--- config.mk ---
export PLATFORM = sky130hd
export DESIGN_NAME = rx_reset_seq
export DESIGN_NICKNAME = d
export VERILOG_FILES = /design/src/rtl/rxrst_pkg.sv /design/src/rtl/rxrst_sync.sv /design/src/rtl/rxrst_timer.sv /design/src/rtl/rxrst_fsm.sv /design/src/rtl/rx_reset_seq.sv
export SDC_FILE = /design/constraint.sdc
export NUM_CORES = 1
export LEC_CHECK = 0
export BUFFER_PORTS_ARGS = -buffer_cell sky130_fd_sc_hd__buf_2
export CAP_MARGIN = 15
export CORE_AREA = 10 10 51 53
export CTS_BUF_LIST = sky130_fd_sc_hd__clkbuf_8
export DETAILED_ROUTE_END_ITERATION = 8
export DIE_AREA = 0 0 61 63
export GPL_TIMING_DRIVEN = 1
export PLACE_DENSITY_LB_ADDON = 0.05
export SLEW_MARGIN = 40
export SYNTH_ARGS = -nofsm -noshare
export SYNTH_HDL_FRONTEND = slang
export SYNTH_SLANG_ARGS = --single-unit
--- constraint.sdc ---
create_clock -name clk -period 1.2 [get_ports clk]
set_clock_uncertainty 0.15 [all_clocks]
set_input_delay 0.12 -clock clk [delete_from_list [all_inputs] [get_ports clk]]
set_output_delay 0.12 -clock clk [all_outputs]
set_load 0.01 [all_outputs]
--- src/rtl/rxrst_pkg.sv ---
package rxrst_pkg;

  typedef enum logic [2:0] {
    ST_HOLD      = 3'd0,
    ST_GAP       = 3'd1,
    ST_LOCK_WAIT = 3'd2,
    ST_SETTLE    = 3'd3,
    ST_READY     = 3'd4
  } seq_state_e;

  // Number of clock cycles covering at least ns_i nanoseconds at freq_khz_i.
  function automatic int unsigned ceil_cycles(longint unsigned freq_khz_i,
                                              longint unsigned ns_i);
    longint unsigned prod;
    prod = freq_khz_i * ns_i;
    return int'((prod + 64'd999999) / 64'd1000000);
  endfunction

  function automatic int unsigned max_u(int unsigned a, int unsigned b);
    return (a > b) ? a : b;
  endfunction

endpackage

--- src/rtl/rxrst_sync.sv ---
module rxrst_sync #(
  parameter int unsigned STAGES  = 2,
  parameter bit          RST_VAL = 1'b0
) (
  input  logic clk,
  input  logic rst_n,
  input  logic d_i,
  output logic q_o
);

  logic [STAGES-1:0] pipe_q;

  always_ff @(posedge clk or negedge rst_n) begin
    if (!rst_n) begin
      pipe_q <= {STAGES{RST_VAL}};
    end else begin
      pipe_q <= {pipe_q[STAGES-2:0], d_i};
    end
  end

  assign q_o = pipe_q[STAGES-1];

endmodule

--- src/rtl/rxrst_timer.sv ---
module rxrst_timer #(
  parameter int unsigned WIDTH = 9
) (
  input  logic             clk,
  input  logic             rst_n,
  input  logic             clr_i,
  input  logic             en_i,
  output logic [WIDTH-1:0] cnt_o
);

  logic [WIDTH-1:0] cnt_q;
  logic [WIDTH-1:0] cnt_d;

  always_comb begin
    cnt_d = cnt_q;
    if (clr_i) begin
      cnt_d = '0;
    end else if (en_i) begin
      cnt_d = cnt_q + WIDTH'(1);
    end
  end

  always_ff @(posedge clk or negedge rst_n) begin
    if (!rst_n) begin
      cnt_q <= '0;
    end else begin
      cnt_q <= cnt_d;
    end
  end

  assign cnt_o = cnt_q;

endmodule

--- src/rtl/rxrst_fsm.sv ---
module rxrst_fsm
  import rxrst_pkg::*;
#(
  parameter int unsigned GAP_CYC    = 2,
  parameter int unsigned SETTLE_CYC = 500,
  parameter int unsigned CNT_W      = 9
) (
  input  logic             clk,
  input  logic             rst_n,
  input  logic             busy_s_i,
  input  logic             lock_s_i,
  input  logic [CNT_W-1:0] cnt_i,
  output logic             tmr_clr_o,
  output logic             tmr_en_o,
  output logic             ana_rst_o,
  output logic             dig_rst_o,
  output logic             ready_o
);

  localparam logic [CNT_W-1:0] GAP_LAST    = CNT_W'(GAP_CYC - 1);
  localparam logic [CNT_W-1:0] SETTLE_LAST = CNT_W'(SETTLE_CYC - 1);

  seq_state_e state_q;
  seq_state_e state_d;
  logic       ana_d;
  logic       dig_d;
  logic       rdy_d;
  logic       ana_q;
  logic       dig_q;
  logic       rdy_q;

  always_comb begin
    state_d = state_q;
    unique case (state_q)
      ST_HOLD: begin
        if (!busy_s_i) state_d = ST_GAP;
      end
      ST_GAP: begin
        if (busy_s_i)                state_d = ST_HOLD;
        else if (cnt_i == GAP_LAST)  state_d = ST_LOCK_WAIT;
      end
      ST_LOCK_WAIT: begin
        if (lock_s_i) state_d = ST_SETTLE;
      end
      ST_SETTLE: begin
        if (!lock_s_i)                  state_d = ST_LOCK_WAIT;
        else if (cnt_i == SETTLE_LAST)  state_d = ST_READY;
      end
      ST_READY: begin
        if (!lock_s_i) state_d = ST_LOCK_WAIT;
      end
      default: state_d = ST_HOLD;
    endcase
  end

  // Timer restarts on every state change and runs only in timed states.
  assign tmr_clr_o = (state_d != state_q);
  assign tmr_en_o  = (state_q == ST_GAP) || (state_q == ST_SETTLE);

  // Output values belonging to the next state, registered.
  always_comb begin
    ana_d = (state_d == ST_HOLD) || (state_d == ST_GAP);
    dig_d = (state_d != ST_READY);
    rdy_d = (state_d == ST_READY);
  end

  always_ff @(posedge clk or negedge rst_n) begin
    if (!rst_n) begin
      state_q <= ST_HOLD;
      ana_q   <= 1'b1;
      dig_q   <= 1'b1;
      rdy_q   <= 1'b0;
    end else begin
      state_q <= state_d;
      ana_q   <= ana_d;
      dig_q   <= dig_d;
      rdy_q   <= rdy_d;
    end
  end

  assign ana_rst_o = ana_q;
  assign dig_rst_o = dig_q;
  assign ready_o   = rdy_q;

endmodule

--- src/rtl/rx_reset_seq.sv ---
module rx_reset_seq
  import rxrst_pkg::*;
#(
  parameter int unsigned CLK_FREQ_KHZ = 125000,
  parameter int unsigned SETTLE_NS    = 4000,
  parameter int unsigned GAP_CYCLES   = 2,
  parameter int unsigned SYNC_STAGES  = 2
) (
  input  logic clk,
  input  logic rst_n,
  input  logic cal_busy_i,
  input  logic freq_lock_i,
  output logic ana_rst_o,
  output logic dig_rst_o,
  output logic rx_ready_o
);

  localparam int unsigned SETTLE_CYC = ceil_cycles(CLK_FREQ_KHZ, SETTLE_NS);
  localparam int unsigned MAX_CYC    = max_u(SETTLE_CYC, GAP_CYCLES);
  localparam int unsigned CNT_W      = $clog2(MAX_CYC + 1);

  logic             rst_int_n;
  logic             busy_s;
  logic             lock_s;
  logic             tmr_clr;
  logic             tmr_en;
  logic [CNT_W-1:0] tmr_cnt;

  // Reset: immediate assertion, release aligned to clk.
  rxrst_sync #(.STAGES(2), .RST_VAL(1'b0)) u_rst_sync (
    .clk   (clk),
    .rst_n (rst_n),
    .d_i   (1'b1),
    .q_o   (rst_int_n)
  );

  // Busy resets to the safe "still busy" value.
  rxrst_sync #(.STAGES(SYNC_STAGES), .RST_VAL(1'b1)) u_busy_sync (
    .clk   (clk),
    .rst_n (rst_int_n),
    .d_i   (cal_busy_i),
    .q_o   (busy_s)
  );

  rxrst_sync #(.STAGES(SYNC_STAGES), .RST_VAL(1'b0)) u_lock_sync (
    .clk   (clk),
    .rst_n (rst_int_n),
    .d_i   (freq_lock_i),
    .q_o   (lock_s)
  );

  rxrst_timer #(.WIDTH(CNT_W)) u_timer (
    .clk   (clk),
    .rst_n (rst_int_n),
    .clr_i (tmr_clr),
    .en_i  (tmr_en),
    .cnt_o (tmr_cnt)
  );

  rxrst_fsm #(
    .GAP_CYC    (GAP_CYCLES),
    .SETTLE_CYC (SETTLE_CYC),
    .CNT_W      (CNT_W)
  ) u_fsm (
    .clk       (clk),
    .rst_n     (rst_int_n),
    .busy_s_i  (busy_s),
    .lock_s_i  (lock_s),
    .cnt_i     (tmr_cnt),
    .tmr_clr_o (tmr_clr),
    .tmr_en_o  (tmr_en),
    .ana_rst_o (ana_rst_o),
    .dig_rst_o (dig_rst_o),
    .ready_o   (rx_ready_o)
  );

endmodule

==> reports/metrics.cfg, run 1 <==
[clock_network]
clock-sinks=21
cts_max_level=1
clockBufferDepth=2
numCtsBuffers=3
clockRootBuffer=clkbuf_8

[yosys]
postSynthAreaPerCell_um2=11.0
synth_fp_nets=99
ys_warn_count=0
synthFlopType=dfrtp_1
synth_edf_count=0
synth_area_um2=1030
yosysSeqAreaShare_pct=51.7
synth_seq_cells=21
synth_cell_type_count=34
synthArstFlopShare_pct=100
netlist_instances=93

[placed_design]
placed_cell_area_um2=1350
post-place-cells=146
gp_congestion=0.883
portBuffers=6
place_ws_ns=-0.617
dp_hpwl_mm=1.90

[floorplanning]
start_util_pct=62.1
num_rows=15
fp.dieH_um=63
dieWidth_um=61
boundaryPins=7

[timing]
worst-ep-kind=register input
grt-worst-endpoint=u_timer.cnt_o[1]$_DFFE_PN0P_/D

[status]
status=aborted with a tool error
stop_stage=global routing
error_line=[ERROR DPL-0033] detailed placement checks failed during check placement.

[global_route]
grt_max_degree=14
grt_antenna_before_repair=0

==> kinds of logic after synthesis <==
kind of cell | count (synthesis) | share of synthesized area, %
buffers and inverters | 4 | 1.46
AND/OR/NAND/NOR | 38 | 21.8
XOR/XNOR | 5 | 4.27
adder cells (fa/ha/maj) | 2 | 2.44
other | 1 | 0.366
AO/OA/AOI/OAI | 22 | 17.9
flip-flops | 21 | 51.7
==> cells in the mapped netlist (all sizes together), types with 2 or more instances <==
master   n  area [um2]
o21a     2        15.0
dfstp    4         105
dfrtp   17         425
nor3    12        65.1
xnor2    5        43.8
nand2    8        30.0
nor4     3        25.0
nand3    2        10.0
o21bai   3        22.5
o21ai    5        25.0
ha       2        25.0
nor2     4        15.0
a21oi    2        10.0
a21boi   2        15.0
nand3b   3        22.5
inv      4        15.0
==> per-stage QoR <==
stage	utilization, %	TNS [ns]
4_1_cts	88.6	-6.89
3_5_place_dp	81.8	-7.37
3_3_place_gp	81.8	-6.63
2_1_floorplan	-	-4.91
==> repair_timing <==
| item | in CTS |
|---|---|
| endpoints found under the setup margin | 15 |
| pin swaps | 1 |
| hold buffers | 3 |
| setup buffers | 1 |
| endpoints found under the hold margin | 4 |
| gates resized for setup | 7 |
==> run 2, diff against run 1 <==
CORE_AREA = 10 10 71 73   (was 10 10 51 53)
CTS_BUF_LIST = unset   (was sky130_fd_sc_hd__clkbuf_8)
DIE_AREA = 0 0 81 83   (was 0 0 61 63)
PLACE_DENSITY_LB_ADDON = 0.15   (was 0.05)
==> run 2 against run 1 <==
  * The flow now finishes, with violations (negative setup slack)
  * Area after synthesis is the same
  * Synthesized cell count is the same
==> reports/metrics.cfg, run 2 <==
[status]
status=finished, violations left  ; was aborted with a tool error
violations=negative setup slack

[hold_path]
hold_path.class=primary input to asynchronous set/reset pin

[clock_network]
clock-sinks=21  ; unchanged
clockRootBuffer=clkbuf_8  ; unchanged
clockBufferDepth=2  ; unchanged
clk_latency_ns=0.27
clkTransAtPathRegs_ns=0.08
numCtsBuffers=3  ; unchanged
cts_max_level=1  ; unchanged
cts_tree=built

[yosys]
synthArstFlopShare_pct=100  ; unchanged
synthFlopType=dfrtp_1  ; unchanged
synth.top_cells.by_count=17 x dfrtp_1, 11 x nor3_1, 8 x nand2_1, 5 x xnor2_1  ; unchanged
postSynthAreaPerCell_um2=11.0  ; unchanged
ys_warn_count=0  ; unchanged
synth_cell_type_count=34  ; unchanged
netlist_instances=93  ; unchanged
synth_fp_nets=99  ; unchanged
yosys.area.top_type=dfrtp_1  ; unchanged
synth_edf_count=0  ; unchanged
synth_top_area_share_pct=41.5  ; unchanged
synth.most_common_cell=dfrtp_1  ; unchanged
synth_seq_cells=21  ; unchanged
synth_area_um2=1030  ; unchanged
yosysSeqAreaShare_pct=51.7  ; unchanged
synth_area_leaders=dfrtp_1 41%, dfstp_2 10%, nor3_1 5.4%  ; unchanged

[global_route]
grt_antenna_before_repair=0
grt_pass1_vias=940
overflow=0
grt_util_all_layers_pct=8.64
grt_pass1_wl_mm=4.66
grt_max_degree=20

[timing]
fin_crit_sh_pct=148
period_needed_ns=1.78
fmax_mhz=563
hold_violations=0
rsz0062_at_grt=true
fin_ws_ns=-0.576
setup_viol=15
hold_slack_ns=0.0113
slew_violations=0

[placed_design]
gp_congestion=0.846  ; was 0.883
dp_hpwl_mm=1.93  ; was 1.90 mm
portBuffers=6  ; unchanged
post-place-cells=184  ; was 146

[layout]
mostFrequentLayoutCells=38 x buf_4, 17 x dfrtp_1, 8 x nor3_1
syn_to_final_growth_pct=55.6
largest_register_ff_count=9
n_antenna_cell=0
layout_commonest_cell=buf_4
drive_gt1_share_pct=51.4
finalNonFillerCells=194
nNetsFinal=153

[route]
via_per_inst=4.65
drc=0
wl_per_cell_um=13.5
num_vias=903
routed_wl_mm=2.61
ant_nets=0
drt_iter0_drc=80
firstDrtPassIters=4

[critical_path]
crit_required_ns=1.23
cp_slowest_stage_delay_ns=0.39
crit_type=flip-flop to flip-flop
slowest_stage=dfrtp_1
cp.arrival_ns=1.81
worstSetupEndpointType=flip-flop
cp_max_fo=3
start_kind=flip-flop
path_cells=inv_2 > ha_2 > nor4b_4 > a2111oi_4 > buf_4 > o21ai_2 > a31oi_1

[pwr]
p_per_area_nw_per_um2=976
cellLeakagePower_uw=0.000663
peakVddDrop_v=0.000522

[floorplanning]
fp.dieH_um=83  ; was 63 um
num_rows=22  ; was 15
start_util_pct=28.2  ; was 62.1%
boundaryPins=7  ; unchanged
dieArea_um2=6720
dieWidth_um=81  ; was 61 um
core_area_um2=3630

[run]
drv_cap=0

[run 2: cell counts after synthesis]
No cell type changed its count.
[run 2: area by class of cell]
type / instances / area [um2]
clock inverter: 1 / 5.00
fill: 368 / 2040
multi-input combinational: 68 / 571
inverter: 4 / 15.0
tap: 48 / 60.1
timing repair buffer: 49 / 374
clock buffer: 3 / 41.3
sequential: 21 / 531
[run 2: power by group]
group          internal, uW  switching (uW)
clock                   232             246
combinational           169             153
sequential              738            20.6
total                  1140             419
[run 2: path summary, 6_finish.rpt]
path	from	slack, ns	cells past startpoint	to
worst max register to register	u_timer.cnt_o[1]	-0.58	7	u_timer.cnt_o[2]
max in group asynchronous	u_rst_sync.pipe_q[1]	0.59	1	u_busy_sync.pipe_q[1]
worst max-delay path	u_timer.cnt_o[1]	-0.58	7	u_timer.cnt_o[2]
min in group clk	u_rst_sync.pipe_q[0]	0.21	0	u_rst_sync.pipe_q[1]
worst min register to register	u_rst_sync.pipe_q[1]	0.04	1	u_lock_sync.pipe_q[0]
worst min-delay path	rst_n	0.01	2	u_rst_sync.pipe_q[0]
[run 2: logic make-up after synthesis]
group,count (synthesis),share of synthesized area (%)
AO/OA/AOI/OAI,22,17.9
buffers and inverters,4,1.46
flip-flops,21,51.7
other,1,0.366
adder cells (fa/ha/maj),2,2.44
XOR/XNOR,5,4.27
AND/OR/NAND/NOR,38,21.8
[run 2: what timing repair did]
item / in CTS / in global routing
setup buffers: 2 / 1
hold buffers: 3 / 0
setup endpoints to repair: 15 / 16
endpoints found under the hold margin: 4 / 0
resized for setup: 11 / 4
pin swaps: 5 / 1
[run 2: layer usage]
| metal | part of all wire [%] | wire length, um | GRT usage [%] |
|---|---|---|---|
| met1 | 49 | 1280 | 11.6 |
| met2 | 47 | 1240 | 13.0 |
| met3 | 2.8 | 72 | 2.59 |
| met4 | 0.96 | 25 | 2.35 |
| met5 | 0 | 0 | 0 |
[run 2: critical path, delay by kind of cell (launching register included)]
kind | cells | cell delay [ns]
compound gates | 3 | 0.62
fa+ha+maj | 1 | 0.16
flops | 1 | 0.39
buf+inv | 2 | 0.23
simple gates | 1 | 0.13
[run 2: per-stage QoR]
step	power [uW]	setup TNS, ns	util, %	cell area (um2)	setup slack (ns)
after floorplan	911	-4.91	-	1070	-0.452
after global placement	1060	-6.80	39.7	1440	-0.558
after detailed placement	1060	-7.16	39.7	1440	-0.578
after CTS	1570	-6.83	43.5	1580	-0.547
after global routing	1630	-8.24	43.9	1600	-0.675
final	1560	-6.82	43.9	1600	-0.576
No activity file was read; power rests on OpenSTA's default activity.
==> run 3, diff against run 2 <==
CORE_AREA = 2 2 63 65   (was 10 10 71 73)
DIE_AREA = 0 0 65 67   (was 0 0 81 83)
SKIP_CTS_REPAIR_TIMING = 1   (was unset)
==> run 3 against run 2 <==
  * The run still ends with negative setup slack left
  * Wire length fell by 5.4%
  * Core utilization up 0.68 points
  * Flip-flop and latch count unchanged
==> reports/metrics.cfg, run 3 (synthesis results as in run 2) <==
[clock_network]
numCtsBuffers=3  ; unchanged
cts_max_level=1  ; unchanged
clockRootBuffer=clkbuf_8  ; unchanged
clock-sinks=21  ; unchanged
cts_tree=built  ; unchanged
clk_latency_ns=0.26  ; was 0.27 ns
clockBufferDepth=2  ; unchanged
clkTransAtPathRegs_ns=0.08  ; about the same

[critical_path]
r2r-end=u_timer.cnt_o[3]  ; was u_timer.cnt_o[2]
worstSetupEndpointType=flip-flop  ; unchanged
reg2regPathDepth=7  ; unchanged
cp_max_fo=6  ; was 3
slowest_stage=dfrtp_1  ; unchanged
r2r-start=u_timer.cnt_o[1]  ; unchanged
cp_slowest_stage_delay_ns=0.39  ; about the same
rrSetupSlack_ns=-0.57  ; was -0.58 ns
path_cells=inv_1 > ha_2 > nor4b_4 > a2111oi_4 > nor3_2 > buf_4 > a211oi_1  ; was inv_2 > ha_2 > nor4b_4 > a2111oi_4 > buf_4 > o21ai_2 > a31oi_1
crit_required_ns=1.23  ; about the same
cp.arrival_ns=1.79  ; was 1.81 ns
start_kind=flip-flop  ; unchanged
crit_type=flip-flop to flip-flop  ; unchanged

[timing]
fmax_mhz=566  ; was 563 MHz
fin_tns_setup_ns=-7.06  ; was -6.82 ns
fin_crit_sh_pct=147  ; was 148%
slew_violations=0  ; unchanged
period_needed_ns=1.77  ; was 1.78 ns
hold_violations=0  ; unchanged
fin_ws_ns=-0.568  ; was -0.576 ns
rsz0062_at_grt=true  ; unchanged
setup_viol=15  ; unchanged

[floorplanning]
dieArea_um2=4360  ; was 6720 um2
core_area_um2=3610  ; was 3630 um2
num_rows=22  ; unchanged
dieWidth_um=65  ; was 81 um
fp.dieH_um=67  ; was 83 um
boundaryPins=7  ; unchanged
start_util_pct=28.5  ; was 28.2%

[status]
status=finished, violations left  ; unchanged
violations=negative setup slack  ; unchanged

[hold_path]
hold_path.class=flip-flop to asynchronous set/reset pin  ; was primary input to asynchronous set/reset pin

[pwr]
swShare_pct=26.2  ; was 26.9%
peakVddDrop_v=0.000549  ; was 0.000522 V
clkPwrFrac_pct=29.9  ; was 30.7%
power_uw=1560  ; about the same
intPower_uw=1150  ; was 1140 uW
p_per_area_nw_per_um2=969  ; was 976 nW/um2
pwr-share-seq_pct=48.7  ; about the same
cellLeakagePower_uw=0.000662  ; was 0.000663 uW
power_switching_uw=409  ; was 419 uW
p_comb_share_pct=21.4  ; was 20.7%

[route]
wl_met1_mm=1.16  ; was 1.28 mm
drc=0  ; unchanged
routed_wl_mm=2.47  ; was 2.61 mm
met3_length_um=25  ; was 72 um
num_vias=902  ; was 903
highest_layer=met4  ; unchanged
drt_iter0_drc=34  ; was 80
via_per_inst=4.63  ; was 4.65
wl_met2_mm=1.26  ; was 1.24 mm
wl_per_cell_um=12.7  ; was 13.5 um
ant_nets=0  ; unchanged
firstDrtPassIters=4  ; unchanged

[layout]
largest_register_ff_count=9  ; unchanged
n_antenna_cell=0  ; unchanged
drive_gt1_share_pct=51.0  ; was 51.4%
finalNonFillerCells=195  ; was 194
multi_input_area_um2=579  ; was 571 um2
mostFrequentLayoutCells=39 x buf_4, 17 x dfrtp_1, 8 x nand2_1  ; was 38 x buf_4, 17 x dfrtp_1, 8 x nor3_1
layout_commonest_cell=buf_4  ; unchanged
seq_area_um2=531  ; unchanged
nFillCells=350  ; was 368
syn_to_final_growth_pct=56.8  ; was 55.6%
nNetsFinal=154  ; was 153

[placed_design]
portBuffers=6  ; unchanged
post-place-cells=186  ; was 184
dp_hpwl_mm=1.99  ; was 1.93 mm
gp_congestion=0.795  ; was 0.846

[global_route]
grt_pass1_vias=965  ; was 940
grt_max_degree=14  ; was 20
grt_util_all_layers_pct=13.0  ; was 8.64%
grt_pass1_wl_mm=4.31  ; was 4.66 mm
grt_antenna_before_repair=0  ; unchanged
overflow=0  ; unchanged

[run]
drv_cap=0  ; unchanged

run 3: how the worst max path moves through the flow:
stage                                 from          endpoint  slack (ns)  cells past startpoint
after floorplan           u_timer.cnt_o[0]  u_timer.cnt_o[3]       -0.45                      5
after global placement    u_timer.cnt_o[0]  u_timer.cnt_o[8]       -0.59                      6
after detailed placement  u_timer.cnt_o[0]  u_timer.cnt_o[8]       -0.59                      6
after CTS                 u_timer.cnt_o[0]  u_timer.cnt_o[8]       -0.61                      6
after global routing      u_timer.cnt_o[1]  u_timer.cnt_o[3]       -0.69                      7
final                     u_timer.cnt_o[1]  u_timer.cnt_o[3]       -0.57                      7
run 3: power by group through the flow:
stage | logic (uW) | registers (uW) | clock network, uW
floorplan | 124 | 786 | 0
global placement | 298 | 769 | 0
detailed placement | 301 | 771 | 0
CTS | 302 | 758 | 489
global route | 364 | 762 | 515
finish | 334 | 759 | 466
run 3: worst max-delay path: cells and delay by family, from the launching register on:
kind,cells,cell delay [ns]
flip-flops,1,0.39
AND/OR/NAND/NOR,2,0.22
buffers and inverters,2,0.23
adder cells (fa/ha/maj),1,0.16
AO/OA/AOI/OAI,2,0.54
run 3: final cells by class:
type | instances | share of cell area [%]
multi-input cells | 68 | 36.0
flip-flops and latches | 21 | 33.0
repair buffers | 50 | 23.3
well taps | 48 | 3.73
clock buffers | 3 | 2.57
inverters | 4 | 0.933
clock inverters | 1 | 0.467
run 3: layer usage:
metal	vias to the layer above	global-route usage [%]
li1	449	-
met1	446	15.3
met2	5	23.8
met3	2	1.52
met4	0	5.59
met5	-	0
run 3: per-stage QoR:
| stage | area, um2 | hold WS [ns] | util [%] | setup WS (ns) |
|---|---|---|---|---|
| 3_5_place_dp | 1460 | -0.241 | 40.4 | -0.591 |
| 4_1_cts | 1510 | -0.527 | 41.8 | -0.609 |
| 2_1_floorplan | 1070 | -0.326 | - | -0.452 |
| 3_3_place_gp | 1460 | -0.243 | 40.4 | -0.590 |
| 5_1_grt | 1610 | 0.0340 | 44.6 | -0.687 |
| 6_report | 1610 | 0.0216 | 44.6 | -0.568 |
